File: src/rtl/sfmin_pkg.sv
package sfmin_pkg;

   // Per-operand classification used by the selection policy
   typedef struct packed {
      logic is_nan;
      logic is_zero;
   } sfmin_class_t;

endpackage

File: src/rtl/sfmin_classify.sv
module sfmin_classify
   import sfmin_pkg::*;
#(
   parameter int EXP_W = 8,
   parameter int MAN_W = 23
) (
   input  logic [EXP_W+MAN_W:0] lane,
   output sfmin_class_t         cls
);
   localparam int LANE_W = 1 + EXP_W + MAN_W;

   logic [EXP_W-1:0] expo;
   logic [MAN_W-1:0] frac;

   assign expo = lane[LANE_W-2:MAN_W];
   assign frac = lane[MAN_W-1:0];

   always_comb begin
      cls.is_nan  = (&expo) && (|frac);
      cls.is_zero = ~|lane[LANE_W-2:0];
   end


   always_comb begin
      if ((&expo) && !(|frac)) begin
         inf_not_nan_chk: assert (!cls.is_nan);
      end
   end
endmodule

File: src/rtl/sfmin_order.sv
module sfmin_order #(
   parameter int LANE_W = 32
) (
   input  logic [LANE_W-1:0] lane_a,
   input  logic [LANE_W-1:0] lane_b,
   output logic              a_lt_b
);
   logic              sgn_a, sgn_b;
   logic [LANE_W-2:0] mag_a, mag_b;

   assign sgn_a = lane_a[LANE_W-1];
   assign sgn_b = lane_b[LANE_W-1];
   assign mag_a = lane_a[LANE_W-2:0];
   assign mag_b = lane_b[LANE_W-2:0];

   // Sign-magnitude ordering on raw bits; denormals need no special case
   always_comb begin
      if (sgn_a != sgn_b)
         a_lt_b = sgn_a;
      else if (sgn_a)
         a_lt_b = mag_a > mag_b;
      else
         a_lt_b = mag_a < mag_b;
   end


   always_comb begin
      if (sgn_a && sgn_b && (mag_a == mag_b)) begin
         neg_equal_chk: assert (!a_lt_b);
      end
   end
endmodule

File: src/rtl/sfmin_select.sv
module sfmin_select
   import sfmin_pkg::*;
#(
   parameter int LANE_W = 32
) (
   input  sfmin_class_t      cls_a,
   input  sfmin_class_t      cls_b,
   input  logic              a_lt_b,
   input  logic [LANE_W-1:0] lane_a,
   input  logic [LANE_W-1:0] lane_b,
   output logic [LANE_W-1:0] lane_out,
   output logic              nan_seen
);
   logic pick_a;

   assign nan_seen = cls_a.is_nan | cls_b.is_nan;
   assign pick_a   = !nan_seen && !(cls_a.is_zero && cls_b.is_zero) && a_lt_b;
   assign lane_out = pick_a ? lane_a : lane_b;


   always_comb begin
      if (cls_a.is_zero && cls_b.is_zero) begin
         zero_pair_chk: assert (lane_out == lane_b);
      end
   end
endmodule

File: src/rtl/sfmin_unit.sv
module sfmin_unit
   import sfmin_pkg::*;
#(
   parameter int VEC_W      = 128,
   parameter int EXP_W      = 8,
   parameter int MAN_W      = 23,
   parameter bit REGISTERED = 1'b1
) (
   input  logic             clk,
   input  logic             rst_n,
   input  logic             in_valid,
   input  logic [127:0]     src_a,
   input  logic [127:0]     src_b,
   input  logic             inv_mask,
   output logic             out_valid,
   output logic [127:0]     result,
   output logic             invalid,
   output logic             fault
);
   localparam int LANE_W = 1 + EXP_W + MAN_W;
   localparam int N_OPS  = 2;

   if (VEC_W != 128) begin : g_bad_vec
      $fatal(1, "sfmin_unit: VEC_W must match the 128-bit ports");
   end
   if ((VEC_W % LANE_W) != 0 || LANE_W >= VEC_W) begin : g_bad_lane
      $fatal(1, "sfmin_unit: lane width must divide VEC_W and be smaller");
   end

   logic [LANE_W-1:0] lanes [N_OPS];
   sfmin_class_t      cls   [N_OPS];

   assign lanes[0] = src_a[LANE_W-1:0];
   assign lanes[1] = src_b[LANE_W-1:0];

   for (genvar i = 0; i < N_OPS; i++) begin : g_cls
      sfmin_classify #(.EXP_W(EXP_W), .MAN_W(MAN_W)) u_cls (
         .lane (lanes[i]),
         .cls  (cls[i])
      );
   end

   logic a_lt_b;
   sfmin_order #(.LANE_W(LANE_W)) u_order (
      .lane_a (lanes[0]),
      .lane_b (lanes[1]),
      .a_lt_b (a_lt_b)
   );

   logic [LANE_W-1:0] lane_min;
   logic              nan_seen;
   sfmin_select #(.LANE_W(LANE_W)) u_sel (
      .cls_a    (cls[0]),
      .cls_b    (cls[1]),
      .a_lt_b   (a_lt_b),
      .lane_a   (lanes[0]),
      .lane_b   (lanes[1]),
      .lane_out (lane_min),
      .nan_seen (nan_seen)
   );

   logic [VEC_W-1:0] res_c;
   logic             valid_c, invalid_c, fault_c;

   assign res_c     = {src_a[VEC_W-1:LANE_W], lane_min};
   assign invalid_c = in_valid & nan_seen;
   assign fault_c   = invalid_c & ~inv_mask;
   assign valid_c   = in_valid & ~fault_c;

   if (REGISTERED) begin : g_reg
      logic [VEC_W-1:0] res_q;
      logic             valid_q, invalid_q, fault_q;

      always_ff @(posedge clk) begin
         if (!rst_n) begin
            valid_q   <= 1'b0;
            invalid_q <= 1'b0;
            fault_q   <= 1'b0;
         end else begin
            valid_q   <= valid_c;
            invalid_q <= invalid_c;
            fault_q   <= fault_c;
         end
      end

      always_ff @(posedge clk) begin
         if (in_valid) res_q <= res_c;
      end

      assign out_valid = valid_q;
      assign invalid   = invalid_q;
      assign fault     = fault_q;
      assign result    = res_q;


      upper_lane_chk: assert property (@(posedge clk) disable iff (!rst_n)
         in_valid |=> (result[VEC_W-1:LANE_W] == $past(src_a[VEC_W-1:LANE_W])));


      fault_excl_chk: assert property (@(posedge clk) disable iff (!rst_n)
         fault |-> (!out_valid && invalid));


      nan_pass_chk: assert property (@(posedge clk) disable iff (!rst_n)
         (in_valid && inv_mask && nan_seen) |=>
            (out_valid && (result[LANE_W-1:0] == $past(src_b[LANE_W-1:0]))));


      idle_chk: assert property (@(posedge clk) disable iff (!rst_n)
         !in_valid |=> (!out_valid && !invalid && !fault));


      invalid_src_chk: assert property (@(posedge clk) disable iff (!rst_n)
         (in_valid && (cls[0].is_nan || cls[1].is_nan)) |=> invalid);
   end else begin : g_comb
      assign out_valid = valid_c;
      assign invalid   = invalid_c;
      assign fault     = fault_c;
      assign result    = res_c;


      always_comb begin
         if (fault) begin
            fault_excl_chk: assert (!out_valid);
         end
      end
   end
endmodule

File: config.mk
export PLATFORM = sky130hd
export DESIGN_NAME = sfmin_unit
export DESIGN_NICKNAME = d
export VERILOG_FILES = /design/src/rtl/sfmin_pkg.sv /design/src/rtl/sfmin_classify.sv /design/src/rtl/sfmin_order.sv /design/src/rtl/sfmin_select.sv /design/src/rtl/sfmin_unit.sv
export SDC_FILE = /design/constraint.sdc
export NUM_CORES = 1
export LEC_CHECK = 0
export ABC_AREA = 1
export BUFFER_PORTS_ARGS = -buffer_cell sky130_fd_sc_hd__buf_2
export CAP_MARGIN = 20
export CORE_AREA = 5 5 149 151
export CTS_CLUSTER_SIZE = 16
export DETAILED_ROUTE_END_ITERATION = 12
export DIE_AREA = 0 0 154 156
export GPL_TIMING_DRIVEN = 0
export SYNTH_ARGS = -nofsm -noshare
export SYNTH_HDL_FRONTEND = slang
export SYNTH_SLANG_ARGS = --single-unit
File: constraint.sdc
create_clock -name clk -period 3.9 [get_ports clk]
set_input_delay 0 -clock clk [delete_from_list [all_inputs] [get_ports clk]]
set_output_delay 0 -clock clk [all_outputs]
set_load 0.02 [all_outputs]
Yosys cells after proc, flatten, opt, wreduce, memory -nomap -nowiden
Index checks and enable logic that the tools add are counted.

word-level totals
  output and inout port bits = 131
  logic and storage cells = 31
  flip-flop bits (word level) = 131

operators by class
  bitwise gates (word level) = 6
  multiplexer cells = 3
  equality and inequality tests = 1
  reduce and logical (&&, ||, !) cells = 15
  order comparisons = 2

operator list
  operator                     number
  OR reduction 31 bit          2
  OR reduction 23 bit          2
  two-way mux 32 bit           1
  > comparator 31 bit          1
  less-than comparator 31 bit  1
  AND reduction 8 bit          2
  logical AND 1 bit            5
  logical NOT 1 bit            4
  AND 1 bit                    3
  two-way mux 1 bit            2
  inverter 1 bit               2
  inequality test 1 bit        1
  OR 1 bit                     1

Logic depth before layout (Yosys ltp)
  depth in word-level cells = 7
  mapped depth = 17

Modules after synthesis
From an unflattened synthesis, not the netlist that was laid out.

unflattened totals
  cell total of the unflattened synthesis = 483
  area total of the unflattened synthesis = 5715.5 sq um

modules (own cells, without submodules)
  module          cells an instance  instances  area each (sq um)
  sfmin_unit      138                1          3931.3
  sfmin_order     158                1          915.9
  sfmin_select    113                1          553.0
  sfmin_classify  37                 2          157.7

Least setup slack after synthesis
Ideal clock, no wire load.

  path kind = in2reg
  start point = input src_b[22]
  end point = register g_reg.res_q[10], in the netlist result[10], data pin
  data arrival time = 1.364 ns
  stages = 12
  path buffers = 1
  setup slack = 2.284 ns
  required time = 3.648 ns
  cells stage by stage = inv_1 -> ha_1 -> a21o_1 -> nor2_1 -> nand2_1 -> a21oi_1 -> nand2_2 -> a21oi_4 -> nand2_4 -> buf_6 -> nand2_1 -> nand2_1

between the ends
  cells in the longest elaborated chain, start to end = 7
  elaborated cells between the ends (all ways) = 15

ends and longest elaborated chain
  what                                                                                 RTL line            text
  start, declared                                                                      sfmin_unit.sv:13    input logic [127:0] src_b,
  parallel branches: the longest is 5 deep, another holds less-than comparator 31 bit  -
  logical AND 1 bit *                                                                  sfmin_select.sv:17  assign pick_a = !nan_seen && !(cls_a.is_zero && cls_b.is_zero) && a_lt_b;
  two-way mux 32 bit *                                                                 sfmin_select.sv:18  assign lane_out = pick_a ? lane_a : lane_b;
  named net lane_min[10]                                                               sfmin_unit.sv:50    logic [LANE_W-1:0] lane_min;
  end signal, assigned                                                                 sfmin_unit.sv:87    if (in_valid) res_q <= res_c;
  end, declared                                                                        sfmin_unit.sv:71    logic [VEC_W-1:0] res_q;

Mark *: on every way through the listed nets, which the timed path passes.
A chain may end at the register's enable or synchronous reset.

Worst setup path after layout
  start point = input src_b[22]
  end point = register g_reg.res_q[12], in the netlist result[12], data pin

Same word-level chain as after synthesis.

==> out/results.tsv <==
metric	value	unit
setup_tns	0	ps
grtUsageTotal	15.24	%
route.detailed.drc	0	
final.period_utilization	70.96	%
critPathMaxFanout	10	
antenna_found_initial	0	
vias_per_cell	4.171	
vias	5181	
relSlewSlack	63.12	%
grt_max_degree	77	
final_max_slew_viol_count	0	
final_common_cell	buf_2	
nNetsFinal	1245	
synth.avg_cell_area	11.89	µm²
mostFrequentLayoutCells	293 x buf_2, 163 x dlygate4sd3_1, 128 x edfxtp_1	
worst-setup-path-type	in -> reg	
cellPowerDensity	425.3	mW/mm²
path_clk_slew	70	ps
gp_congestion	0.8277	
die-area	0.02402	mm²
peakVddDrop	0.0002583	V
first_global_vias	5385	
syn2layout_area_growth	71.89	%
min_to	result[28]	
synth_area	0.005670	mm²
synthCells	477	
power.total	4146	µW
hold_depth	1	
htreeDepth	4	
start_kind	input port	
core.rowCount	53	
timing.hold.ws	25.76	ps
drv_cap	0	
rsz0062_at_grt	no	
wirelength	19000	µm
cts_made_buffers	17	
clock.fmax	361.3	MHz
multi_input_area	0.001489	mm²
synth-seq-cells	131	
cts_resized	0	
wl_met3	1481	µm
antenna_cells	0	
crit_start	src_b[22]	
finalHoldViolCount	0	
synth_nets	768	
ys_seq_area_share	68.84	%
hp-class	in -> reg	
numClockSinks	131	
dp_hpwl	14000	µm
io_pins	391	
cts_tree	yes	
dr.pass1.iters	4	
portBuffers	294	
area.sequential	0.003904	mm²
post-place-cells	1047	
cts_max_path_buffers	2	
ys_types	20	
required	4050	ps
drtAntennaViolNets	0	
routed.top_layer	met4	
status	complete, no violations	
tightest_slew	553.3	ps
overflow	0	
hold_start	in_valid	
core	0.02069	mm²
drt-wirelength-per-cell	15.29	µm
drive_above_1_share	35.57	%
die_y	156	µm
die_w	154	µm
start_util	27.41	%
layoutNonFillerInstCount	1242	
fill_cells	1937	
met2_length	10160	µm
p_leak	0.004525	µW
stdcell_area	0.009747	mm²
end_kind	flop	
grt_pass1_wl	28610	µm
wl_met1	7029	µm
finalSetupViolCount	0	
placed_cell_area	0.007520	mm²
ys_warn_count	0	
crit_arrival	2920	ps
root_buffer	clkbuf_16	
first_iter_violations	223	
fin_crit	2767	ps
## logic make-up after synthesis
group | count (synthesis) | synth area share, %
simple gates | 239 | 17.83
buf+inv | 62 | 4.898
compound gates | 14 | 1.589
flops | 131 | 68.84
fa+ha+maj | 31 | 6.840
## stage by stage
| step | setup WS, ps | utilization (%) |
|---|---|---|
| 3_5_place_dp | 1765 | 36.34 |
| 2_1_floorplan | 2284 | - |
| 3_3_place_gp | 1060 | 36.18 |
| 4_1_cts | 1100 | 47.11 |
| 6_report | 1133 | 47.11 |
| 5_1_grt | 960.8 | 47.11 |
## cell usage after synthesis (all sizes together)
cell,instances,area (µm²)
o21ai,1,8.760
a21oi,11,66.32
nor3b,1,12.51
nor4,1,6.260
nand4,8,50.05
a21o,2,15.01
buf,9,78.82
nor3,2,10.01
nand3,48,240.2
nor2,50,195.2
dfxtp,3,60.06
inv,53,198.9
edfxtp,128,3844
ha,31,387.9
nand2,129,496.7
## layer usage
layer  track usage [%]  vias to the layer above
met3             4.577                       24
met4             4.752                        0
met5                 0                        -
li1                  -                     2587
met2             28.85                      190
met1             16.22                     2380
## final cells by class
type	instances	area share, %
Buffer	9	0.8087
Clock buffer	18	4.403
Clock inverter	14	1.707
Inverter	53	2.041
Multi-Input combinational cell	284	15.28
Sequential cell	131	40.05
Tap cell	275	3.530
Timing Repair Buffer	458	32.18
## report_power, final
group	switching (µW)	leakage [µW]	internal [µW]
Combinational	444	0.00297	363
Clock	651	0.000283	964
Sequential	31.1	0.00128	1690
Total	1130	0.00453	3020
## critical path, cell delays in order
cell	delay, ps
dlygate4sd3_1	540
buf_2	130
inv_1	120
ha_1	260
a21o_1	190
nor2_1	120
nand2_1	80
a21oi_1	160
nand2_2	100
a21oi_4	240
nand2_4	120
buf_6	160
nand2_1	60
nand2_1	60
dlygate4sd3_1	570
## worst max-delay path by stage
stage | to | slack, ps | cells past startpoint
2_1_floorplan | result[10] | 2280 | 12
3_3_place_gp | fault | 1060 | 3
3_5_place_dp | result[12] | 1760 | 13
4_1_cts | result[12] | 1100 | 15
5_1_grt | result[12] | 960 | 15
6_report | result[12] | 1130 | 15
## sequential cells by signal, indices dropped and copies added, names as in the netlist
name	cells
fault	1
invalid	1
out_valid	1
result	128
## timing repair
item | in CTS | in global routing
hold buffers | 163 | 0
buffers inserted | 0 | 0
hold endpoints to repair | 131 | 0
(Power assumes the default switching activity.)
